[config.mk]
export PLATFORM = sky130hd
export DESIGN_NAME = idx_ea_gen
export DESIGN_NICKNAME = d
export VERILOG_FILES = /design/src/rtl/idx_pkg.sv /design/src/rtl/idx_decode.sv /design/src/rtl/idx_agen.sv /design/src/rtl/idx_seq.sv /design/src/rtl/idx_ea_gen.sv
export SDC_FILE = /design/constraint.sdc
export NUM_CORES = 1
export LEC_CHECK = 0
export BUFFER_PORTS_ARGS = -buffer_cell sky130_fd_sc_hd__buf_2
export CORE_MARGIN = 2
export CORE_UTILIZATION = 38
export DETAILED_ROUTE_END_ITERATION = 12
export PLACE_DENSITY_LB_ADDON = 0.05
export SYNTH_ARGS = -nofsm -noshare
export SYNTH_HDL_FRONTEND = slang
export SYNTH_SLANG_ARGS = --single-unit
[constraint.sdc]
create_clock -name clk_i -period 4.95 [get_ports clk_i]
set_input_delay 0.99 -clock clk_i [delete_from_list [all_inputs] [get_ports clk_i]]
set_output_delay 0.99 -clock clk_i [all_outputs]
set_load 0.005 [all_outputs]
[src/rtl/idx_pkg.sv]
package idx_pkg;
  typedef enum logic [1:0] {BASE_REG, BASE_PC, BASE_ABS} base_e;
  typedef enum logic [2:0] {OFS_NONE, OFS_INL5, OFS_BYTE, OFS_WORD,
                            OFS_ACCA, OFS_ACCB, OFS_ACCD} ofs_e;
  typedef enum logic [2:0] {MOD_NONE, MOD_INC1, MOD_INC2, MOD_DEC1, MOD_DEC2} mod_e;
  typedef enum logic [2:0] {S_IDLE, S_PRE, S_FETCH, S_CALC, S_PTR, S_FIN} st_e;

  typedef struct packed {
    logic       illegal;
    logic       indirect;
    logic [1:0] n_fetch;
    logic [1:0] rsel;
    base_e      base;
    ofs_e       ofs;
    mod_e       modify;
  } dec_t;
endpackage

[src/rtl/idx_decode.sv]
module idx_decode
  import idx_pkg::*;
(
  input  logic [7:0] pb_i,
  output dec_t       dec_o
);
  always_comb begin
    dec_o          = '0;
    dec_o.rsel     = pb_i[6:5];
    dec_o.base     = BASE_REG;
    dec_o.ofs      = OFS_NONE;
    dec_o.modify   = MOD_NONE;
    if (!pb_i[7]) begin
      dec_o.ofs = OFS_INL5;
    end else begin
      dec_o.indirect = pb_i[4];
      case (pb_i[3:0])
        4'b0000: begin dec_o.modify = MOD_INC1; dec_o.illegal = pb_i[4]; end
        4'b0001: dec_o.modify = MOD_INC2;
        4'b0010: begin dec_o.modify = MOD_DEC1; dec_o.illegal = pb_i[4]; end
        4'b0011: dec_o.modify = MOD_DEC2;
        4'b0100: dec_o.ofs = OFS_NONE;
        4'b0101: dec_o.ofs = OFS_ACCB;
        4'b0110: dec_o.ofs = OFS_ACCA;
        4'b1011: dec_o.ofs = OFS_ACCD;
        4'b1000: begin dec_o.ofs = OFS_BYTE; dec_o.n_fetch = 2'd1; end
        4'b1001: begin dec_o.ofs = OFS_WORD; dec_o.n_fetch = 2'd2; end
        4'b1100: begin dec_o.base = BASE_PC; dec_o.ofs = OFS_BYTE; dec_o.n_fetch = 2'd1; end
        4'b1101: begin dec_o.base = BASE_PC; dec_o.ofs = OFS_WORD; dec_o.n_fetch = 2'd2; end
        4'b1111: begin
          dec_o.base    = BASE_ABS;
          dec_o.ofs     = OFS_WORD;
          dec_o.n_fetch = 2'd2;
          dec_o.illegal = !pb_i[4];
        end
        default: dec_o.illegal = 1'b1;
      endcase
    end
  end
endmodule

[src/rtl/idx_agen.sv]
module idx_agen
  import idx_pkg::*;
#(
  parameter int DW = 8,
  localparam int AW = 2 * DW
) (
  input  logic [3:0][AW-1:0] ptr_i,
  input  logic [DW-1:0]      acc_a_i,
  input  logic [DW-1:0]      acc_b_i,
  input  logic [AW-1:0]      pc_i,
  input  logic [4:0]         inl_i,
  input  logic [AW-1:0]      fetched_i,
  input  logic [1:0]         rsel_i,
  input  logic [1:0]         n_fetch_i,
  input  base_e              base_i,
  input  ofs_e               ofs_i,
  input  mod_e               modify_i,
  output logic [AW-1:0]      addr_o,
  output logic [AW-1:0]      wb_val_o
);
  logic [AW-1:0] base_v, base_m, ofs_v;

  always_comb begin
    case (base_i)
      BASE_REG: base_v = ptr_i[rsel_i];
      BASE_PC:  base_v = pc_i + {{(AW-2){1'b0}}, n_fetch_i};
      default:  base_v = '0;
    endcase

    case (ofs_i)
      OFS_INL5: ofs_v = {{(AW-5){inl_i[4]}}, inl_i};
      OFS_BYTE: ofs_v = {{DW{fetched_i[DW-1]}}, fetched_i[DW-1:0]};
      OFS_WORD: ofs_v = fetched_i;
      OFS_ACCA: ofs_v = {{DW{acc_a_i[DW-1]}}, acc_a_i};
      OFS_ACCB: ofs_v = {{DW{acc_b_i[DW-1]}}, acc_b_i};
      OFS_ACCD: ofs_v = {acc_a_i, acc_b_i};
      default:  ofs_v = '0;
    endcase

    // pre-decrement forms address the decremented value
    case (modify_i)
      MOD_DEC1: base_m = base_v - AW'(1);
      MOD_DEC2: base_m = base_v - AW'(2);
      default:  base_m = base_v;
    endcase

    addr_o = base_m + ofs_v;

    case (modify_i)
      MOD_INC1: wb_val_o = base_v + AW'(1);
      MOD_INC2: wb_val_o = base_v + AW'(2);
      default:  wb_val_o = base_m;
    endcase
  end
endmodule

[src/rtl/idx_seq.sv]
module idx_seq
  import idx_pkg::*;
#(
  parameter int DW = 8,
  localparam int AW = 2 * DW
) (
  input  logic          clk_i,
  input  logic          rst_ni,
  input  logic          start_i,
  input  logic          ill_i,
  input  logic          ind_i,
  input  logic          mod_i,
  input  logic [1:0]    n_fetch_i,
  input  logic [AW-1:0] pc_i,
  input  logic [AW-1:0] addr_i,
  input  logic [AW-1:0] wbv_i,
  output logic          accept_o,
  output logic          busy_o,
  output logic [AW-1:0] fetched_o,
  output logic          rd_req_o,
  output logic [AW-1:0] rd_addr_o,
  input  logic          rd_ack_i,
  input  logic [DW-1:0] rd_data_i,
  output logic          done_o,
  output logic [AW-1:0] ea_o,
  output logic          illegal_o,
  output logic          wb_en_o,
  output logic [AW-1:0] wb_val_o
);
  st_e           st;
  logic [1:0]    cnt;
  logic [AW-1:0] sh, ea_q, wbv_q;
  logic          wben_q, ill_q;

  assign accept_o  = start_i && (st == S_IDLE);
  assign busy_o    = (st != S_IDLE);
  assign rd_req_o  = (st == S_FETCH) || (st == S_PTR);
  assign rd_addr_o = ((st == S_PTR) ? ea_q : pc_i) + {{(AW-2){1'b0}}, cnt};
  assign fetched_o = sh;
  assign done_o    = (st == S_FIN);
  assign ea_o      = ea_q;
  assign illegal_o = ill_q;
  assign wb_en_o   = wben_q && (st == S_FIN);
  assign wb_val_o  = wbv_q;

  always_ff @(posedge clk_i or negedge rst_ni) begin
    if (!rst_ni) begin
      st     <= S_IDLE;
      cnt    <= '0;
      sh     <= '0;
      ea_q   <= '0;
      wbv_q  <= '0;
      wben_q <= 1'b0;
      ill_q  <= 1'b0;
    end else begin
      case (st)
        S_IDLE: if (start_i) begin
          st     <= S_PRE;
          cnt    <= '0;
          wben_q <= 1'b0;
          ill_q  <= 1'b0;
        end
        S_PRE: begin
          if (ill_i) begin
            ill_q <= 1'b1;
            st    <= S_FIN;
          end else if (n_fetch_i != 2'd0) begin
            st <= S_FETCH;
          end else begin
            ea_q   <= addr_i;
            wbv_q  <= wbv_i;
            wben_q <= mod_i;
            cnt    <= '0;
            st     <= ind_i ? S_PTR : S_FIN;
          end
        end
        S_FETCH: if (rd_ack_i) begin
          sh  <= {sh[DW-1:0], rd_data_i};
          cnt <= cnt + 2'd1;
          if (cnt + 2'd1 == n_fetch_i) st <= S_CALC;
        end
        S_CALC: begin
          ea_q   <= addr_i;
          wbv_q  <= wbv_i;
          wben_q <= mod_i;
          cnt    <= '0;
          st     <= ind_i ? S_PTR : S_FIN;
        end
        S_PTR: if (rd_ack_i) begin
          sh  <= {sh[DW-1:0], rd_data_i};
          cnt <= cnt + 2'd1;
          if (cnt == 2'd1) begin
            ea_q <= {sh[DW-1:0], rd_data_i};
            st   <= S_FIN;
          end
        end
        S_FIN:   st <= S_IDLE;
        default: st <= S_IDLE;
      endcase
    end
  end

  p_req_hold_r11: assert property (@(posedge clk_i) disable iff (!rst_ni)
    rd_req_o && !rd_ack_i |=> rd_req_o && $stable(rd_addr_o));
  p_done_pulse_r11: assert property (@(posedge clk_i) disable iff (!rst_ni)
    done_o |=> !done_o);
  p_ill_no_wb_r10: assert property (@(posedge clk_i) disable iff (!rst_ni)
    done_o && illegal_o |-> !wb_en_o);
  p_wb_in_done_r5: assert property (@(posedge clk_i) disable iff (!rst_ni)
    wb_en_o |-> done_o);
  p_ill_no_read_r10: assert property (@(posedge clk_i) disable iff (!rst_ni)
    (st == S_PRE) && ill_i |=> !rd_req_o && done_o);
endmodule

[src/rtl/idx_ea_gen.sv]
module idx_ea_gen
  import idx_pkg::*;
#(
  parameter int DATA_W = 8
) (
  input  logic                  clk_i,
  input  logic                  rst_ni,
  input  logic                  start_i,
  input  logic [7:0]            postbyte_i,
  input  logic [2*DATA_W-1:0]   reg_x_i,
  input  logic [2*DATA_W-1:0]   reg_y_i,
  input  logic [2*DATA_W-1:0]   reg_u_i,
  input  logic [2*DATA_W-1:0]   reg_s_i,
  input  logic [DATA_W-1:0]     acc_a_i,
  input  logic [DATA_W-1:0]     acc_b_i,
  input  logic [2*DATA_W-1:0]   pc_i,
  output logic                  rd_req_o,
  output logic [2*DATA_W-1:0]   rd_addr_o,
  input  logic                  rd_ack_i,
  input  logic [DATA_W-1:0]     rd_data_i,
  output logic                  busy_o,
  output logic                  done_o,
  output logic [2*DATA_W-1:0]   ea_o,
  output logic                  illegal_o,
  output logic                  wb_en_o,
  output logic [1:0]            wb_sel_o,
  output logic [2*DATA_W-1:0]   wb_val_o
);
  localparam int AW = 2 * DATA_W;

  logic [7:0]          pb_q;
  logic [3:0][AW-1:0]  ptr_q;
  logic [DATA_W-1:0]   a_q, b_q;
  logic [AW-1:0]       pc_q, fetched, calc_addr, calc_wbv;
  logic                accept;
  dec_t                dec;

  always_ff @(posedge clk_i or negedge rst_ni) begin
    if (!rst_ni) begin
      pb_q  <= '0;
      ptr_q <= '0;
      a_q   <= '0;
      b_q   <= '0;
      pc_q  <= '0;
    end else if (accept) begin
      pb_q  <= postbyte_i;
      ptr_q <= {reg_s_i, reg_u_i, reg_y_i, reg_x_i};
      a_q   <= acc_a_i;
      b_q   <= acc_b_i;
      pc_q  <= pc_i;
    end
  end

  idx_decode i_decode (
    .pb_i  (pb_q),
    .dec_o (dec)
  );

  idx_agen #(.DW(DATA_W)) i_agen (
    .ptr_i     (ptr_q),
    .acc_a_i   (a_q),
    .acc_b_i   (b_q),
    .pc_i      (pc_q),
    .inl_i     (pb_q[4:0]),
    .fetched_i (fetched),
    .rsel_i    (dec.rsel),
    .n_fetch_i (dec.n_fetch),
    .base_i    (dec.base),
    .ofs_i     (dec.ofs),
    .modify_i  (dec.modify),
    .addr_o    (calc_addr),
    .wb_val_o  (calc_wbv)
  );

  idx_seq #(.DW(DATA_W)) i_seq (
    .clk_i     (clk_i),
    .rst_ni    (rst_ni),
    .start_i   (start_i),
    .ill_i     (dec.illegal),
    .ind_i     (dec.indirect),
    .mod_i     (dec.modify != MOD_NONE),
    .n_fetch_i (dec.n_fetch),
    .pc_i      (pc_q),
    .addr_i    (calc_addr),
    .wbv_i     (calc_wbv),
    .accept_o  (accept),
    .busy_o    (busy_o),
    .fetched_o (fetched),
    .rd_req_o  (rd_req_o),
    .rd_addr_o (rd_addr_o),
    .rd_ack_i  (rd_ack_i),
    .rd_data_i (rd_data_i),
    .done_o    (done_o),
    .ea_o      (ea_o),
    .illegal_o (illegal_o),
    .wb_en_o   (wb_en_o),
    .wb_val_o  (wb_val_o)
  );

  assign wb_sel_o = pb_q[6:5];

  p_short_lat_r1: assert property (@(posedge clk_i) disable iff (!rst_ni)
    start_i && !busy_o && !postbyte_i[7] |=> ##1 done_o && !illegal_o);
  p_dec_match_r6: assert property (@(posedge clk_i) disable iff (!rst_ni)
    done_o && wb_en_o && pb_q[7] && !pb_q[4] && (pb_q[3:1] == 3'b001)
    |-> ea_o == wb_val_o);
endmodule

==> Word level (Yosys, flattened, before mapping) <==
Cells that the tools add are included.
{ "word_totals": {"reg_bits": 159, "in_bits": 116, "output_inout_bits": 55, "word_cells": 135} }
{ "classes": {"add_sub_neg": 8, "order_cmp": 1, "eq_ne": 39, "n_mux": 44, "n_reduce_logical": 28} }
{ "op_table": {"columns": ["cell", "n"], "rows": [
  ["$mux W16", 8],
  ["$pmux W16 S2", 4],
  ["$pmux W16 S6", 1],
  ["$pmux W16 S3", 1],
  ["$add A16 B2 Y16", 2],
  ["$bmux W16 S2", 1],
  ["$pmux W3 S5", 2],
  ["$mux W3", 9],
  ["$eq A4 B4 Y1 const B", 6],
  ["$eq A3 B2 Y1 const B", 6],
  ["$eq A3 B3 Y1 const B", 6],
  ["$add A16 B1 Y16 const B", 1],
  ["$add A16 B16 Y16", 1],
  ["$add A16 B2 Y16 const B", 1],
  ["$ne A2 B2 Y1 const B", 8],
  ["$sub A16 B1 Y16 const B", 1],
  ["$sub A16 B2 Y16 const B", 1],
  ["$reduce_and A5 Y1", 3],
  ["$eq A4 B3 Y1 const B", 3],
  ["$pmux W3 S4", 1],
  ["$reduce_bool A3 Y1", 4],
  ["$mux W2", 5],
  ["$reduce_or A10 Y1", 1],
  ["$eq A3 B1 Y1 const B", 3],
  ["26 further kinds", 41]
]} }

==> Logic depth before layout (Yosys ltp) <==
Gate-level depths: netlist (run 1).
{ "depth": {"ltp_word": 12, "depth_mapped": 26, "mapped_depth_nobuf": 22} }

==> Hierarchy <==
From an unflattened synthesis (run 1), not the netlist that was laid out.
{ "unflattened": {"cells_unflattened": 1038, "area_unflattened_um2": 10880.4} }
{ "by_module_without_submodules": {"columns": ["module", "n_inst", "cells_per_inst", "area_per_inst_um2"], "rows": [
  ["idx_ea_gen", 1, 223, 4134.0],
  ["idx_agen", 1, 473, 3464.6],
  ["idx_seq", 1, 308, 3060.4],
  ["idx_decode", 1, 34, 221.5]
]} }

==> Worst setup path after synthesis (run 1) <==
No wires, ideal clock.
{ "synth_path": {"kind": "reg-to-reg", "startpoint": "reg pb_q[0]", "endpoint": "reg i_seq.ea_q[14] (netlist: i_seq.ea_o[14])", "setup_time_ns": 0.142, "t_arrival_ns": 4.795, "required_time_ns": 4.808, "path_slack_ns": 0.013, "path_stages_with_launch": 25, "synth_period_minus_slack_ns": 4.937, "path_cell_list": "dfrtp_1 clkbuf_1 nand3_1 nor2b_1 buf_1 inv_1 fa_1 xnor2_1 a22o_1 clkbuf_1 inv_1 ha_1 nand3_1 o21ai_0 a21oi_1 ha_1 nor2b_1 o21a_1 o21ai_0 a21oi_1 o2111ai_1 a31oi_1 a31oi_1 mux2i_1 a211oi_1"} }
{ "synth_between": {"elab_chain_len": 12, "word_cells_on_any_way": 51, "classes_between": "4 x add/sub; 23 x eq/ne; 15 x mux; 9 x reduce/logical"} }
{ "synth_lines": {"columns": ["element", "line", "source"], "rows": [
  ["start: declaration", "idx_ea_gen.sv:31", "logic [7:0] pb_q;"],
  ["start signal: assignment", "idx_ea_gen.sv:46", "pb_q <= postbyte_i;"],
  ["$eq A4 B4 Y1", "idx_decode.sv:17", "case (pb_i[3:0])"],
  ["$reduce_or A3 Y1 (no source line) or $reduce_or A2 Y1 (tied branches)", null, null],
  ["$pmux W2 S2", "idx_decode.sv:17", null],
  ["$mux W4 or $mux W2 (tied branches)", "idx_decode.sv:13", "if (!pb_i[7]) begin"],
  ["$add A16 B2 Y16 (tied with other cells)", "idx_agen.sv:26", "BASE_PC: base_v = pc_i + {{(AW-2){1'b0}}, n_fetch_i};"],
  ["$pmux W16 S2", "idx_agen.sv:24", "case (base_i)"],
  ["$sub A16 B2 Y16 or $sub A16 B1 Y16 (tied branches)", "idx_agen.sv:43, idx_agen.sv:42", null],
  ["$pmux W16 S2", "idx_agen.sv:41", "case (modify_i)"],
  ["$add A16 B16 Y16", "idx_agen.sv:47", "addr_o = base_m + ofs_v;"],
  ["$mux W16", "idx_seq.sv:67", "end else if (n_fetch_i != 2'd0) begin"],
  ["$mux W16", "idx_seq.sv:64", "if (ill_i) begin"],
  ["$pmux W16 S3", "idx_seq.sv:56", "case (st)"],
  ["end signal: assignment", "idx_seq.sv:70", "ea_q <= addr_i;"],
  ["end signal: assignment", "idx_seq.sv:83", "ea_q <= addr_i;"],
  ["end signal: assignment", "idx_seq.sv:93", "ea_q <= {sh[DW-1:0], rd_data_i};"],
  ["end: declaration", "idx_seq.sv:32", "logic [AW-1:0] sh, ea_q, wbv_q;"]
]} }
Parallel ways exist; a longest one is shown, timed or not. The select of a mux whose other input is x is not followed.
A chain may end at the register's enable or synchronous reset.

==> Worst setup path in the final report (run 1) <==
{ "layout_path": {"startpoint": "reg pb_q[1]", "endpoint": "reg i_seq.ea_q[13] (netlist: i_seq.ea_o[13])"} }
Same word-level chain as after synthesis.

==> impl_metrics.ini, run 1 <==
[outcome]
status = finished, final reports clean

[drt]
wirelength_um = 32100
drt.antenna.violating_nets = 0
wl_per_cell_um = 21.1
avgViaCountPerCell = 5.54
drt_first_iter_violations = 578
post-route-drc-count = 0
drt_pre_antenna_iters = 5
vias = 8433

[critical_path]
max_stage_delay_ns = 0.54
cp.buffers_inverters = 1
cp_common_cell = ha_1
r2r_end = i_seq.ea_o[13]
cp_cell_sequence = nor3_2 > ha_1 > inv_1 > fa_2 > nor2_1 > nor2_1 > ha_1 > nand2_1 > a211o_1 > nor4_2 > xor2_1 > ha_1 > and2_1 > a31oi_1 > o31ai_1 > o211ai_1 > o21ai_0 > xnor2_1 > nand2_1 > a31oi_1
worstRegToRegCells = 20
critPathTopFamily = adder cells
critPathCaptureType = register
cp_max_fo = 5
cp_slowest_cell = fa_2
path_class = reg -> reg
r2r_start = pb_q[1]
cp.required_ns = 5.30
start_kind = register
ff2ff_setup_slack_ns = 0.29
cp.arrival_ns = 5.02

[synthesis]
synth_top_area_share_pct = 40.2
syn_nets = 1136
synth-seq-cells = 159
ys_seq_area_share_pct = 40.2
synth_cell_type_count = 79
ys_warn_count = 0
yosysMostFrequentCell = dfrtp_1
synth.avg_cell_area_um2 = 9.99
syn_area_mm2 = 0.00991
synth-main-ff-cell = dfrtp_1
synth-async-reset-ratio_pct = 100
synth_largest_area_cell = dfrtp_1
synth_edf_count = 0
synthCells = 992
synth.top_cells.by_area = dfrtp_1 (40%), mux2_2 (13%), nand2_1 (4.2%)
synth_common_cells = dfrtp_1 (159), mux2_2 (114), nand2_1 (110)

[run]
cap_violations = 0

[floorplanning]
die_h_um = 165
rows = 59
core_area_mm2 = 0.0258
dieWidth_um = 165
start_util_pct = 38.3
die_area_mm2 = 0.0274
ioPinCount = 171

[clocking]
clock-sinks = 159
cts_tree = yes
cts_buffers = 17
clk_pin_slew_ns = 0.08
cts_buffer_depth = 2
root_buffer = clkbuf_16
cts.htree.levels = 4
clock_latency_ns = 0.45
cts_hold_buf = 0

[grt]
grt_pass1_vias = 8114
grt_overflow = 0
grt_util_all_layers_pct = 24.0
antenna_found_initial = 2
grt_pass1_wl_um = 49000
grt_max_degree = 88

[hold_path]
holdPathStages = 2
hold_path.class = reg -> reg
hold_end = i_seq.wb_val_o[3]
hold_start = i_seq.wb_val_o[3]

[power_and_ir_drop]
p_per_area_mw_per_mm2 = 887
irDropWorstVdd_v = 0.000335
leakagePower_uw = 0.00517

[layout]
final_area_mm2 = 0.0120
drive_gt1_share_pct = 34.8
nNetsFinal = 1316
post-route-util_pct = 46.5
fillCellCount = 2527
syn_to_final_growth_pct = 21.2

[placement]
portBuffers = 170
placedInstanceArea_mm2 = 0.0113
gp_congestion = 0.907
dp_hpwl_um = 24200

[sta]
finalCriticalPeriod_ns = 4.66
drv_slew = 0
fin_crit_sh_pct = 94.2
hold-worst-slack_ns = 0.480
max_freq_ghz = 0.214
fin_skew_ns = 0.0177
finalHoldViolations = 0
relSlewSlack_pct = 22.1
finalSetupViolations = 0
tightest_slew_ns = 1.16
==> worst min-delay path: cells and delay by family, from the launching register on <==
family,cells,cell delay [ns]
flops,1,0.35
simple gates,2,0.11
==> per-stage QoR <==
step	power [µW]	setup TNS (ns)	cells	worst slack (ns)
3_3_place_gp	9140	0	1486	0.243
3_5_place_dp	9150	0	1486	0.183
5_1_grt	11400	-0.0226	1520	-0.0226
6_report	10600	0	1521	0.285
4_1_cts	10600	0	1518	0.145
2_1_floorplan	6840	0	992	0.0126
==> registers in the layout, summed over array words and instances (netlist names) <==
| name | cells |
|---|---|
| i_seq.ea_o | 16 |
| b_q | 8 |
| ptr_q | 64 |
| i_seq.wb_val_o | 16 |
| pb_q | 8 |
| a_q | 8 |
| i_seq.st | 3 |
| i_seq.fetched_o | 16 |
| i_seq.wben_q | 1 |
| i_seq.illegal_o | 1 |
| i_seq.cnt | 2 |
| pc_q | 16 |
==> cells in the final DEF, fill, tap and decap left out, types with 6 or more instances in the layout <==
cell       netlist  final
mux2i_1         18     18
a31oi_1         17     17
inv_1           24     24
xor2_1          27     27
clkinv_8         0      6
ha_1            25     25
mux4_2          13     13
and2_1           7      7
nor3_1          18     15
nand2b_1         7      7
nand2_1        110    110
o21ai_0         58     57
xnor2_1         26     25
nor4_1           9      8
or3_1           10     10
nand4_1         13     13
clkbuf_16        0     17
nor2_1          68     68
o211ai_1         6      6
nand3_1         41     41
a221o_1          8      8
buf_4            4     51
buf_2           11    169
dfrtp_1        159    159
nor2b_1          7      6
a22oi_1          8      8
mux2_2         114    114
a21oi_1         36     35
==> repair_timing <==
action | 4_1_cts | 5_1_grt
setup endpoints to repair | 0 | 7
gates resized for setup | 0 | 7
buffers inserted | 0 | 2
==> worst max-delay path by stage <==
stage / startpoint / end / slack (ns) / depth (start not counted)
after floorplan: pb_q[0] / i_seq.ea_o[14] / 0.01 / 24
after global placement: pb_q[1] / i_seq.ea_o[15] / 0.24 / 18
after detailed placement: pb_q[1] / i_seq.ea_o[13] / 0.18 / 19
after CTS: pb_q[1] / i_seq.ea_o[13] / 0.14 / 19
after global routing: pb_q[1] / i_seq.ea_o[13] / -0.02 / 20
final: pb_q[1] / i_seq.ea_o[13] / 0.29 / 20
==> kinds of logic after synthesis <==
| logic type | share of synthesized area, % |
|---|---|
| simple gates | 16.6 |
| fa+ha+maj | 3.76 |
| xor+xnor | 4.69 |
| buf+inv | 3.79 |
| flops | 40.2 |
| compound gates | 12.5 |
| mux | 18.5 |
==> routing by layer <==
| layer | up-vias | track usage, % | routed length [µm] |
|---|---|---|---|
| met4 | 0 | 6.47 | 684 |
| met1 | 4157 | 32.8 | 14500 |
| met3 | 40 | 4.57 | 1810 |
| li1 | 3989 | - | - |
| met2 | 247 | 38.8 | 15100 |
| met5 | - | 0 | 0 |
==> final cells by class <==
class	instances	area (µm²)	area share, %
antenna	1	2.50	0.0208
clock buffer	17	425	3.54
clock inverter	15	201	1.68
inverter	24	90.1	0.750
multi-input combinational	747	5610	46.7
sequential	159	3980	33.1
tap	335	419	3.49
timing repair buffer	223	1280	10.7
==> report_power, final <==
group / switching [µW] / total (µW) / internal [µW]
clock: 716 / 1420 / 699
sequential: 615 / 2580 / 1960
combinational: 3760 / 6650 / 2890
total: 5090 / 10600 / 5560
No activity file was read; power rests on OpenSTA's default activity.
==> run 2: changes to the inputs <==
CELL_PAD_IN_SITES_DETAIL_PLACEMENT = 1   (was unset)
CELL_PAD_IN_SITES_GLOBAL_PLACEMENT = 2   (was unset)
CORE_UTILIZATION = 32   (was 38)
MAX_ROUTING_LAYER = met4   (was unset)
==> impl_metrics.ini, run 2 (same netlist as run 1, synthesis figures left out) <==
[clocking]
cts_buffers = 17
clock_latency_ns = 0.46
cts.htree.levels = 4
clk_pin_slew_ns = 0.08
clock-sinks = 159
root_buffer = clkbuf_16
cts_tree = yes
cts_buffer_depth = 2

[drt]
drt_pre_antenna_iters = 5
wl_per_cell_um = 22.5
drt.antenna.violating_nets = 0
drt_first_iter_violations = 401
wirelength_um = 35700
vias = 8516
post-route-drc-count = 0
avgViaCountPerCell = 5.37

[placement]
gp_congestion = 0.880
portBuffers = 170
dp_cells = 1545
dp_slack_ns = 0.0196
dp_hpwl_um = 27600
placedInstanceArea_mm2 = 0.0114

[layout]
fillCellCount = 3485
syn_to_final_growth_pct = 22.9
top_register = ptr_q
final_common_cell = buf_2
final_cell_mix = buf_2 (169), dfrtp_1 (158), mux2_2 (114), nand2_1 (110), nor2_1 (67)
largest_reg_flops = 64
layoutNonFillerInstCount = 1586
drive_gt1_share_pct = 35.9
final_area_mm2 = 0.0122
nNetsFinal = 1318

[power_and_ir_drop]
p_comb_share_pct = 62.8
p_per_area_mw_per_mm2 = 897
total_power_uw = 10900
internal_power_uw = 5750
seqPwrFrac_pct = 24.0
irDropWorstVdd_v = 0.000339
p_clk_share_pct = 13.2
leakagePower_uw = 0.00519
switching_share_pct = 47.4
switching_power_uw = 5180

[critical_path]
critPathCaptureType = register
cp.required_ns = 5.33
cp.arrival_ns = 5.11
ff2ff_setup_slack_ns = 0.22
start_kind = register
cp_max_fo = 4
path_class = reg -> reg

[floorplanning]
core_area_mm2 = 0.0305
die_h_um = 180
die_area_mm2 = 0.0324
rows = 64
dieWidth_um = 180
start_util_pct = 32.5
ioPinCount = 171

[sta]
max_freq_ghz = 0.212
finalCriticalPeriod_ns = 4.73
finalSetupViolations = 0
drv_slew = 0
fin_ws_ns = 0.222
relSlewSlack_pct = 32.1
fin_crit_sh_pct = 95.5
fin_skew_ns = 0.0140
finalHoldViolations = 0
tightest_slew_ns = 1.02

[grt]
grt_pass1_vias = 9013
grt_overflow = 0
grt_pass1_wl_um = 55700
grt_util_all_layers_pct = 23.4
antenna_found_initial = 3
grt_max_degree = 92

[hold_path]
hold_path.class = reg -> reg

[outcome]
status = finished, final reports clean

[run]
cap_violations = 0
## run 2: metrics by stage
stage               utilization [%]  hold WS (ns)  TNS, ns
floorplan                         -         0.458        0
global placement               37.3         0.461        0
detailed placement             37.3         0.466        0
CTS                            39.4         0.482        0
global route                   39.9         0.520  -0.0223
finish                         39.9         0.483        0
## run 2: final timing paths
check                                  startpoint                end  depth (start not counted)
min in group asynchronous                  rst_ni       i_seq.cnt[0]                          1
worst min register to register  i_seq.wb_val_o[3]  i_seq.wb_val_o[3]                          2
worst max-delay path                      pb_q[3]     i_seq.ea_o[15]                         18
worst max register to register            pb_q[3]     i_seq.ea_o[15]                         18
worst min-delay path            i_seq.wb_val_o[3]  i_seq.wb_val_o[3]                          2
max in group asynchronous                  rst_ni          ptr_q[48]                          2
## run 2: worst max-delay path: stages, from the launching register on
cell and delay (ns):
dfrtp_1 0.38, nand2_1 0.13, nor3_4 0.17, ha_2 0.24
inv_1 0.06, fa_2 0.52, nor2_1 0.06, or3_1 0.38
a211o_1 0.39, nor4_2 0.31, xor2_1 0.35, ha_1 0.32
and2_1 0.18, a31oi_1 0.14, o31ai_1 0.12, o211ai_1 0.30
o21ai_0 0.19, a211o_1 0.30, nand3_1 0.10
## run 2: area by class of cell
class | count | area [µm²] | share of cell area [%]
Clock buffer | 18 | 439 | 3.61
Antenna cell | 3 | 7.51 | 0.0616
Multi-Input combinational cell | 747 | 5670 | 46.6
Clock inverter | 14 | 196 | 1.61
Timing Repair Buffer | 225 | 1290 | 10.6
Sequential cell | 159 | 3980 | 32.7
Inverter | 24 | 90.1 | 0.740
Tap cell | 396 | 495 | 4.07
## run 2: power by group through the flow
stage	Sequential, µW	Combinational (µW)	Clock [µW]
finish	2620	6860	1450
global placement	2640	6690	0
CTS	2640	6750	1490
detailed placement	2660	6700	0
global route	2730	7570	1540
floorplan	2330	4510	0
## run 2: what timing repair did
item / CTS / global route
pin swaps: 0 / 3
gates resized for setup: 1 / 22
setup buffers: 1 / 5
setup endpoints to repair: 2 / 9
hold buffers: 0 / 0
## run 2: metal layers
metal  global-route usage (%)  up-vias  routed length, µm
met3                     4.76       26               1890
met4                     6.41        0                554
met5                        -        -                  0
li1                         -     3974                  -
met2                     37.7      211              17300
met1                     29.9     4305              16000
